[src/rtl/ipi_cmd_reg.sv]
module ipi_cmd_reg #(
  parameter int ADDR_W = 12
) (
  input  logic              clk,
  input  logic              rst_n,
  input  logic [7:0]        self_id,
  input  logic              req_valid,
  input  logic              req_write,
  input  logic [ADDR_W-1:0] req_addr,
  input  logic [31:0]       req_wdata,
  output logic              req_ready,
  output logic [31:0]       rdata,
  output logic              ipi_valid,
  input  logic              ipi_ready,
  output logic [7:0]        ipi_dest,
  output logic [2:0]        ipi_mode,
  output logic [7:0]        ipi_vector,
  output logic              ipi_level
);

  localparam logic [ADDR_W-1:0] OFS_ID   = ADDR_W'(12'h020);
  localparam logic [ADDR_W-1:0] OFS_LOW  = ADDR_W'(12'h300);
  localparam logic [ADDR_W-1:0] OFS_HIGH = ADDR_W'(12'h310);
  localparam logic [31:0]       LOW_RW   = 32'h000C_CFFF;
  localparam logic [2:0]        MODE_NMI = 3'b100;
  localparam int                PEND_BIT = 12;

  logic [31:0] low_q;
  logic [7:0]  dest_q;
  logic        pend_q;

  wire hit_low  = (req_addr == OFS_LOW);
  wire hit_high = (req_addr == OFS_HIGH);
  wire hit_id   = (req_addr == OFS_ID);
  wire wr_low   = req_valid && req_write && hit_low && !pend_q;
  wire wr_high  = req_valid && req_write && hit_high;
  wire taken    = pend_q && ipi_ready;

  assign req_ready = !(req_write && hit_low && pend_q);
  assign ipi_valid = pend_q;

  always_ff @(posedge clk) begin
    if (!rst_n) begin
      low_q      <= '0;
      dest_q     <= '0;
      pend_q     <= 1'b0;
      ipi_dest   <= '0;
      ipi_mode   <= '0;
      ipi_vector <= '0;
      ipi_level  <= 1'b0;
    end else begin
      if (taken) pend_q <= 1'b0;
      if (wr_low) begin
        low_q      <= req_wdata & LOW_RW;
        pend_q     <= 1'b1;
        ipi_dest   <= dest_q;
        ipi_mode   <= req_wdata[10:8];
        ipi_level  <= req_wdata[14];
        ipi_vector <= (req_wdata[10:8] == MODE_NMI) ? 8'h00 : req_wdata[7:0];
      end
      if (wr_high) dest_q <= req_wdata[31:24];
    end
  end

  always_comb begin
    rdata = '0;
    if (hit_id) begin
      rdata[31:24] = self_id;
    end else if (hit_low) begin
      rdata           = low_q;
      rdata[PEND_BIT] = pend_q;
    end else if (hit_high) begin
      rdata[31:24] = dest_q;
    end
  end

  assert_hold_R8: assert property (@(posedge clk) disable iff (!rst_n)
    ipi_valid && !ipi_ready |=> ipi_valid && $stable(ipi_dest) && $stable(ipi_mode)
                               && $stable(ipi_vector) && $stable(ipi_level));

  assert_fire_R4: assert property (@(posedge clk) disable iff (!rst_n)
    req_valid && req_ready && req_write && hit_low |=> ipi_valid);

  assert_no_spurious_R3: assert property (@(posedge clk) disable iff (!rst_n)
    !ipi_valid && !(req_valid && req_write && hit_low) |=> !ipi_valid);

  assert_low_frozen_R9: assert property (@(posedge clk) disable iff (!rst_n)
    ipi_valid && !ipi_ready |=> $stable(low_q));

  assert_nmi_vector_R5: assert property (@(posedge clk) disable iff (!rst_n)
    ipi_valid && ipi_mode == MODE_NMI |-> ipi_vector == 8'h00);

  assert_reserved_R6: assert property (@(posedge clk) disable iff (!rst_n)
    hit_low |-> rdata[13] == 1'b0 && rdata[17:16] == 2'b00 && rdata[31:20] == 12'h000);

endmodule

[config.mk]
export PLATFORM = sky130hd
export DESIGN_NAME = ipi_cmd_reg
export DESIGN_NICKNAME = d
export VERILOG_FILES = /design/src/rtl/ipi_cmd_reg.sv
export SDC_FILE = /design/constraint.sdc
export NUM_CORES = 1
export LEC_CHECK = 0
export BUFFER_PORTS_ARGS = -buffer_cell sky130_fd_sc_hd__buf_2
export CORE_MARGIN = 10
export CORE_UTILIZATION = 48
export DETAILED_ROUTE_END_ITERATION = 10
export PLACE_DENSITY_LB_ADDON = 0.08
export SETUP_SLACK_MARGIN = 0.02
export SLEW_MARGIN = 40
export SYNTH_ARGS = -nofsm -noshare
export SYNTH_HDL_FRONTEND = slang
export SYNTH_SLANG_ARGS = --single-unit
[constraint.sdc]
create_clock -name clk -period 3.3 [get_ports clk]
set_input_delay 0.33 -clock clk [delete_from_list [all_inputs] [get_ports clk]]
set_output_delay 0.33 -clock clk [all_outputs]
set_load 0.02 [all_outputs]
==> results of run 1 <==
final cells by class:
| type | count | area [sq um] |
|---|---|---|
| clock buffers | 5 | 68.8 |
| clock inverters | 1 | 5.00 |
| fillers | 391 | 1510 |
| multi-input cells | 171 | 1070 |
| flip-flops and latches | 41 | 821 |
| well taps | 50 | 62.6 |
| repair buffers | 101 | 520 |
kinds of logic (layout without fill, tap and decap cells):
| family | Yosys count | count (layout) |
|---|---|---|
| AO/OA/AOI/OAI | 10 | 10 |
| buffers and inverters | 24 | 107 |
| flip-flops | 41 | 41 |
| multiplexers | 40 | 40 |
| other | 1 | 7 |
| AND/OR/NAND/NOR | 114 | 114 |
layer usage:
metal  routed length, um  vias to the layer above
li1                    -                      915
met1                2160                      771
met2                2400                       60
met3                 560                        0
met4                   0                        0
met5                   0                        -
layout by cell type, fill, tap and decap left out:
| cell type | count |
|---|---|
| nor4_1 | 1 |
| or3_1 | 1 |
| dfxtp_1 | 41 |
| buf_4 | 6 |
| or4b_2 | 1 |
| nand2_1 | 74 |
| a21boi_0 | 1 |
| nor4_4 | 1 |
| or4bb_4 | 1 |
| nor3_2 | 1 |
| buf_2 | 95 |
| conb_1 | 7 |
| nor2_1 | 9 |
| o21a_1 | 1 |
| a22oi_1 | 8 |
| or2_2 | 3 |
| nor3b_4 | 1 |
| nor3b_1 | 1 |
| and2_1 | 17 |
| mux2i_1 | 40 |
| clkinv_2 | 1 |
| nor2b_1 | 1 |
| nor4b_2 | 1 |
| or4_4 | 1 |
| clkbuf_8 | 5 |
power groups by stage:
stage | clock network (uW) | registers (uW) | logic [uW]
floorplan | 0 | 506 | 40.8
global placement | 0 | 506 | 70.3
detailed placement | 0 | 506 | 71.6
CTS | 310 | 494 | 71.8
global route | 332 | 494 | 80.9
finish | 299 | 494 | 71.9
stage by stage:
| step | power [uW] | instances | instance area (sq um) | hold WS [ns] | setup slack [ns] |
|---|---|---|---|---|---|
| 3_5_place_dp | 578 | 363 | 2460 | 0.443 | 0.738 |
| 3_3_place_gp | 576 | 363 | 2460 | 0.437 | 0.732 |
| 2_1_floorplan | 547 | 236 | 2060 | 0.430 | 1.01 |
| 5_1_grt | 907 | 369 | 2540 | 0.261 | 0.860 |
| 6_report | 865 | 369 | 2540 | 0.279 | 1.00 |
| 4_1_cts | 876 | 369 | 2540 | 0.274 | 0.730 |
worst max-delay path, stage by stage:
cell,delay [ns]
buf_2,0.11
or4b_2,0.67
nor3_2,0.41
a22oi_1,0.17
nor2_1,0.10
buf_2,0.17
registers in the layout, summed over array words and instances (netlist names):
signal,count
ipi_mode,2
ipi_vector,8
dest_q,8
ipi_dest,8
ipi_valid,1
low_q,14
worst paths after layout:
path | to | slack (ns) | cells past startpoint
worst max-delay path | rdata[26] | 1.00 | 6
worst min-delay path | low_q[14] | 0.28 | 3
worst min register to register | low_q[2] | 0.45 | 2
worst max register to register | ipi_vector[7] | 1.95 | 3
==> impl_metrics.json, run 1 <==
{
  "status": "complete, no violations",
  "cts-resized-gates": 0,
  "drive_above_1_share_pct": 36.7,
  "synthTopCellsByArea": "dfxtp_1 (40%), mux2i_1 (20%), nand2_1 (14%), and2_1 (5.2%), buf_4 (4.1%)",
  "pwr-share-comb_pct": 8.3,
  "placementRows": 23,
  "coreArea_sq_mm": 0.00406,
  "route.detailed.drc": 0,
  "fmax_ghz": 0.436,
  "port_buffers": 95,
  "io_pins": 111,
  "crit_path_end_kind": "output pin",
  "synth.most_common_cell": "nand2_1",
  "grt_pass1_vias": 1753,
  "overflow": 0,
  "htree_levels": 2,
  "synth_xor_area_share_pct": 0,
  "cp_max_fo": 8,
  "cap_violations": 0,
  "drv_slew": 0,
  "cts_root_buf": "clkbuf_8",
  "diodes": 0,
  "wire_per_inst_um": 13.9,
  "post-route-period-util_pct": 69.6,
  "synth_enable_flop_cells": 0,
  "die-width_um": 85.1,
  "synthAdderAreaFrac_pct": 0,
  "path_clk_slew_ns": 0.08,
  "initial_core_util_pct": 50.1,
  "worst_slew_pin_slew_ns": 0.542,
  "synth_area_sq_mm": 0.00203,
  "grt_max_degree": 37,
  "worstSkewPairLatency_ns": 0.29,
  "hold_buffers": 0,
  "synth_top_family_by_area": "simple AND/OR/NAND/NOR gates",
  "p_clk_share_pct": 34.6,
  "ir_drop_mv": 0.291,
  "grt_usage_pct": 13.7,
  "syn_area_per_cell_sq_um": 8.85,
  "grt_use_met3_pct": 8.13,
  "die-area_sq_mm": 0.00724,
  "synth-async-reset-ratio_pct": 0,
  "final_util_pct": 62.7,
  "vias": 1746,
  "critPathKind": "in -> out",
  "hold_viol_final": 0,
  "numCtsBuffers": 5,
  "worstHoldPathType": "in -> reg",
  "start_kind": "input port",
  "synth_top_area_share_pct": 40.3,
  "gp_congestion": 0.742,
  "hpwlAfterDp_um": 3900,
  "min_from": "req_wdata[14]",
  "drt_iter0_drc": 67,
  "met2_usage_pct": 22.4,
  "die_h_um": 85.1,
  "grt_first_pass_wirelength_um": 8230,
  "cts_tree": "yes",
  "drt_wl_total_um": 5120,
  "cts_max_path_buffers": 2,
  "ys.flop_type": "dfxtp_1",
  "sequentialPowerShare_pct": 57.1,
  "postRouteAntennaNets": 0,
  "cp-startpoint": "req_addr[4]",
  "min_period_ns": 2.30,
  "grt_setup_unrepaired": "no",
  "power.switching_uw": 201,
  "synth_cell_type_count": 26,
  "syn-instance-count": 230,
  "grtUsageMet1_pct": 14.6,
  "synth_seq_cells": 41,
  "fin_worst_skew_ns": 0.00590,
  "synthSimpleGateAreaFrac_pct": 26.9,
  "power.leakage_uw": 0.00114,
  "critPathArrivalTime_ns": 1.97,
  "final_nets": 377,
  "post_drt_via_cell_ratio": 4.73,
  "cp.required_ns": 2.97,
  "cts_setup_buffers": 0,
  "area_delta_synth_final_pct": 25.0,
  "switching_share_pct": 23.2,
  "antenna_found_initial": 0,
  "r2r-start": "ipi_valid",
  "setup_violations": 0,
  "synth_compound_area_share_pct": 3.69,
  "clock_sinks": 41,
  "p_int_uw": 664,
  "tns_ns": 0,
  "ys_warn_count": 0,
  "synthMuxAreaShare_pct": 19.7,
  "yosysSeqAreaShare_pct": 40.3,
  "busiest_layer": "met2",
  "dr.pass1.iters": 4,
  "synth_top_cell_by_area": "dfxtp_1",
  "p_per_area_mw_per_mm2": 340,
  "synth_top_cells_by_count": "nand2_1 (74), dfxtp_1 (41), mux2i_1 (40)",
  "slew_headroom_pct": 63.8
}
Power figures use the tool's default switching activity.
==> run 2, diff against run 1 <==
- ABC_AREA: not set -> 1
- CORE_UTILIZATION: 48 -> 45
- clock period: 3.3 -> 2.3 ns (I/O delays scaled with it)
==> run 2 against run 1 <==
Compared with the run above: clock power rose by 53%; die area up 7.0%; worst hold slack lost 0.096 ns; non-clock buffer count down 1; synthesized cell count up 36%; sequential power up 44%; register-to-register slack lost 1.1 ns; critical path type unchanged; critical endpoint unchanged; largest power group unchanged.
==> impl_metrics.json, run 2 <==
{
  "numCtsBuffers": 5,
  "start_kind": "input port",
  "cp-startpoint": "req_addr[11]",
  "ir_drop_mv": 0.336,
  "synth_top_cell_by_area": "dfxtp_1",
  "synth_enable_flop_cells": 0,
  "final_util_pct": 59.2,
  "cp_slowest_cell": "inv_2",
  "hold_buffers": 0,
  "synth_area_sq_mm": 0.00208,
  "grt_usage_pct": 14.6,
  "seq_area_sq_um": 821,
  "grt_max_degree": 27,
  "cts-resized-gates": 0,
  "p_per_area_mw_per_mm2": 483,
  "final_nets": 461,
  "synth_cell_type_count": 25,
  "drt_iter0_drc": 86,
  "fin_worst_skew_ns": 0.00340,
  "clock_sinks": 41,
  "path_cells": "buf_2 > nor2_1 > inv_1 > nor3_2 > nand2_2 > inv_2 > nand2_1 > nand2_1 > buf_2",
  "cts_setup_buffers": 0,
  "p_clk_share_pct": 36.1,
  "area_delta_synth_final_pct": 25.5,
  "route.detailed.drc": 0,
  "die_h_um": 88.0,
  "largest_reg_flops": 14,
  "cp.required_ns": 2.07,
  "synth-async-reset-ratio_pct": 0,
  "post_drt_via_cell_ratio": 4.58,
  "ys_warn_count": 0,
  "die-area_sq_mm": 0.00775,
  "postRouteAntennaNets": 0,
  "synthTopCellsByArea": "dfxtp_1 (39%), nand2_1 (11%), nor2_1 (8.7%), inv_1 (8.5%), a21oi_1 (6.0%)",
  "cp_slowest_stage_delay_ns": 0.25,
  "diodes": 0,
  "dr.pass1.iters": 4,
  "grt_pass1_vias": 1929,
  "worstHoldPathType": "in -> reg",
  "synth.most_common_cell": "nand2_1",
  "overflow": 0,
  "r2r-start": "ipi_valid",
  "worstSkewPairLatency_ns": 0.29,
  "gp_congestion": 0.736,
  "syn-instance-count": 313,
  "initial_core_util_pct": 47.2,
  "critPathKind": "in -> out",
  "path_delay_family": "buffers and inverters",
  "ys.flop_type": "dfxtp_1",
  "synth_seq_cells": 41,
  "port_buffers": 95,
  "grt_first_pass_wirelength_um": 9230,
  "io_pins": 111,
  "drt_wl_total_um": 5870,
  "coreArea_sq_mm": 0.00441,
  "cts_root_buf": "clkbuf_8",
  "htree_levels": 2,
  "post-route-period-util_pct": 72.6,
  "power.switching_uw": 305,
  "min_from": "req_wdata[28]",
  "min_period_ns": 1.67,
  "pwr-share-comb_pct": 7.7,
  "wire_per_inst_um": 12.8,
  "fmax_ghz": 0.599,
  "cts_tree": "yes",
  "die-width_um": 88.0,
  "placementRows": 24,
  "syn_area_per_cell_sq_um": 6.65,
  "cp_max_fo": 16,
  "nFillCells": 459,
  "antenna_found_initial": 0,
  "synth_top_cells_by_count": "nand2_1 (63), nor2_1 (48), inv_1 (47)",
  "tns_ns": 0,
  "grt_setup_unrepaired": "no",
  "hold_viol_final": 0,
  "cap_violations": 0,
  "power.leakage_uw": 0.00135,
  "cp.buffers_inverters": 4,
  "vias": 2092,
  "yosysSeqAreaShare_pct": 39.4,
  "path_clk_slew_ns": 0.08,
  "top_register": "low_q",
  "multiInputGateArea_sq_um": 937,
  "hpwlAfterDp_um": 4530,
  "mostFrequentLayoutCells": "buf_2 (95), nand2_1 (63), nor2_1 (48)",
  "crit_path_end_kind": "output pin",
  "mostFrequentLayoutCell": "buf_2",
  "drv_slew": 0,
  "status": "complete, no violations",
  "whs_ns": 0.182,
  "power_uw": 1260,
  "setup_violations": 0,
  "synth_top_area_share_pct": 39.4,
  "p_int_uw": 958,
  "sequentialPowerShare_pct": 56.2,
  "drive_above_1_share_pct": 30.4,
  "switching_share_pct": 24.1,
  "cts_max_path_buffers": 2,
  "critPathArrivalTime_ns": 1.44
}
[run 2: cell types whose count changed in the layout (fill, tap and decap cells not counted), sizes merged, moves of 9 or more]
cell	previous run	this run
and2	17	0
nor3	1	11
inv	0	49
mux2i	40	0
nand2	74	65
a21oi	0	25
o21ai	0	24
nor2	9	52
nand3	0	19
[run 2: power groups by stage]
stage	sequential, uW	combinational, uW	clock (uW)
4_1_cts	709	97.3	474
5_1_grt	709	111	501
3_3_place_gp	726	96.2	0
2_1_floorplan	726	54.1	0
3_5_place_dp	726	96.8	0
6_report	709	97.2	456
[run 2: final timing paths]
| path | slack (ns) | endpoint | cells past startpoint |
|---|---|---|---|
| hold / removal | 0.18 | dest_q[4] | 3 |
| hold reg to reg | 0.45 | ipi_dest[4] | 2 |
| setup / recovery | 0.63 | rdata[26] | 9 |
| setup reg to reg | 0.87 | ipi_vector[3] | 7 |
[run 2: cells by family after synthesis]
logic type / Yosys count / synth area share, %
DFF: 41 / 39.4
buffers and inverters: 72 / 16.6
AOI/OAI and AO/OA: 49 / 11.8
other: 1 / 0.180
and+or+nand+nor: 150 / 32.0
[run 2: layer usage]
layer  vias to the layer above  part of all wire, %  track usage [%]
met5                         -                    0                0
met4                         0                 0.75             3.85
met3                         4                  8.7             4.92
li1                       1131                    -                -
met2                        64                   46             23.9
met1                       893                   44             17.8
[run 2: final cells by class]
class                           count  share of cell area [%]
Timing Repair Buffer              100                    19.6
Clock inverter                      3                   0.670
Sequential cell                    41                    31.4
Tap cell                           52                    2.49
Clock buffer                        5                    2.63
Multi-Input combinational cell    206                    35.9
Inverter                           50                    7.28
[run 2: stage by stage]
| step | worst slack, ns | cells | instance area (sq um) |
|---|---|---|---|
| 6_report | 0.630 | 457 | 2610 |
| 5_1_grt | 0.481 | 457 | 2610 |
| 4_1_cts | 0.615 | 457 | 2610 |
| 3_5_place_dp | 0.613 | 449 | 2530 |
| 3_3_place_gp | 0.634 | 449 | 2530 |
| 2_1_floorplan | 0.661 | 319 | 2100 |
[run 2: worst min-delay path, cell delays in order]
cell and delay (ns):
buf_2 0.07, o21ai_0 0.07, nor2_1 0.07
==> run 3, diff against run 2 <==
- CORE_UTILIZATION: 45 -> 40
- clock period: 2.3 -> 1.3 ns (I/O delays scaled with it)
==> run 3 against run 2 <==
Compared with the run above: the run now ends with setup timing left; via count rose by 6.2%; power rose by 98%; cell count rose by 7.7%; combinational power rose by 140%; wire length rose by 17%; largest power group unchanged; highest routed layer unchanged.
==> impl_metrics.json, run 3 (synthesized netlist as in run 2, its figures left out) <==
{
  "status": "finished with violations",
  "violations": "setup timing",
  "grt_max_degree": 50,
  "crit_end": "rdata[30]",
  "gp_congestion": 0.746,
  "hold_viol_final": 0,
  "overflow": 0,
  "critPathKind": "in -> out",
  "initial_core_util_pct": 41.0,
  "grt_first_pass_wirelength_um": 10800,
  "nFillCells": 477,
  "route.detailed.drc": 0,
  "start_kind": "input port",
  "cp_max_fo": 7,
  "cts_max_path_buffers": 2,
  "switching_share_pct": 23.4,
  "cp-startpoint": "req_addr[9]",
  "critPathArrivalTime_ns": 1.25,
  "die_h_um": 92.1,
  "path_clk_slew_ns": 0.08,
  "power.switching_uw": 584,
  "r2r_end": "low_q[7]",
  "final_nets": 479,
  "drive_above_1_share_pct": 45.7,
  "fin_worst_skew_ns": 0.00257,
  "die-area_sq_mm": 0.00849,
  "diodes": 0,
  "cp.required_ns": 1.17,
  "drv_slew": 0,
  "numCtsBuffers": 5,
  "vias": 2222,
  "dr.pass1.iters": 4,
  "cts_root_buf": "clkbuf_8",
  "clock_sinks": 41,
  "power_uw": 2500,
  "port_buffers": 95,
  "place_ws_ns": -0.0948,
  "seq_area_sq_um": 821,
  "io_pins": 111,
  "hpwlAfterDp_um": 4570,
  "crit_path_end_kind": "output pin",
  "drt_wl_total_um": 6860,
  "p_int_uw": 1910,
  "p_per_area_mw_per_mm2": 749,
  "coreArea_sq_mm": 0.00507,
  "dpl-instance-area_sq_mm": 0.00268,
  "grt_setup_unrepaired": "yes",
  "worstSkewPairLatency_ns": 0.29,
  "sequentialPowerShare_pct": 50.2,
  "postRouteAntennaNets": 0,
  "r2r-start": "ipi_valid",
  "worstRegToRegCells": 6,
  "placementRows": 26,
  "min_period_ns": 1.38,
  "htree_levels": 2,
  "slew_headroom_pct": 65.9,
  "pwr-share-comb_pct": 9.2,
  "mostFrequentLayoutCells": "buf_2 (63), nand2_1 (47), inv_1 (42)",
  "fmax_ghz": 0.726,
  "setup_violations": 25,
  "post_drt_via_cell_ratio": 4.52,
  "largest_reg_flops": 14,
  "area_delta_synth_final_pct": 60.1,
  "cts_tree": "yes",
  "multiInputGateArea_sq_mm": 0.00121,
  "cap_violations": 0,
  "postLayoutCellArea_sq_mm": 0.00333,
  "antenna_found_initial": 0,
  "drt_iter0_drc": 88,
  "post-route-period-util_pct": 106,
  "reg2reg_slack_ns": 0.10,
  "p_clk_share_pct": 40.6,
  "power.leakage_uw": 0.00156,
  "die-width_um": 92.1,
  "top_register": "low_q",
  "grt_usage_pct": 15.2,
  "mostFrequentLayoutCell": "buf_2",
  "whs_ns": 0.0760,
  "worst_slew_pin_slew_ns": 0.508,
  "wire_per_inst_um": 13.9,
  "fin_ws_ns": -0.0774,
  "grt_pass1_vias": 2213,
  "final_util_pct": 65.7,
  "worstHoldPathType": "in -> reg",
  "ir_drop_mv": 0.530
}
==> run 3: area by class of cell <==
class	count	share of cell area, %
Tap cell	70	2.63
Multi-Input combinational cell	206	36.3
Clock buffer	5	2.06
Timing Repair Buffer	117	27.0
Sequential cell	41	24.6
Timing Repair inverter	1	0.188
Inverter	50	6.08
Clock inverter	2	1.05
==> run 3: timing repair <==
action | in CTS | in global routing
hold buffers | 0 | 0
gates cloned | 2 | 1
endpoints found under the setup margin | 25 | 28
pin swaps | 29 | 17
setup buffers | 4 | 3
gates resized for setup | 96 | 30
==> run 3: power by group through the flow <==
stage	combinational [uW]	sequential, uW	clock, uW
global placement	178	1280	0
finish	229	1250	1010
detailed placement	181	1280	0
CTS	210	1250	1030
global route	253	1250	1070
floorplan	95.7	1280	0
==> run 3: per-stage QoR <==
stage	TNS (ns)	std cells
6_report	-0.876	492
5_1_grt	-2.34	492
4_1_cts	-0.268	488
3_5_place_dp	-2.72	475
3_3_place_gp	-2.16	475
2_1_floorplan	-0.515	319
==> run 3: worst min path at each step <==
| stage | cells after the start | slack (ns) | from | end |
|---|---|---|---|---|
| final | 3 | 0.08 | req_wdata[25] | dest_q[1] |
| after global placement | 3 | 0.37 | req_wdata[28] | dest_q[4] |
| after CTS | 3 | 0.08 | req_wdata[25] | dest_q[1] |
| after detailed placement | 3 | 0.38 | req_wdata[25] | dest_q[1] |
| after global routing | 3 | 0.10 | req_wdata[29] | dest_q[5] |
| after floorplan | 2 | 0.27 | rst_n | ipi_dest[7] |
==> run 3: worst max-delay path: stages <==
cell and delay (ns):
buf_8 0.10, nor2_4 0.09, nand3_2 0.08, nor3_2 0.22, nand2_2 0.13, clkinv_4 0.11, buf_12 0.15, nand2_4 0.05
nand2_2 0.06, buf_6 0.12
==> run 3: layer usage <==
| metal | GRT usage (%) | wire (um) | vias to the layer above |
|---|---|---|---|
| met3 | 6.03 | 489 | 5 |
| met5 | 0 | 0 | - |
| met1 | 18.3 | 2960 | 990 |
| met4 | 3.08 | 49 | 0 |
| met2 | 25.1 | 3360 | 61 |
| li1 | - | - | 1166 |
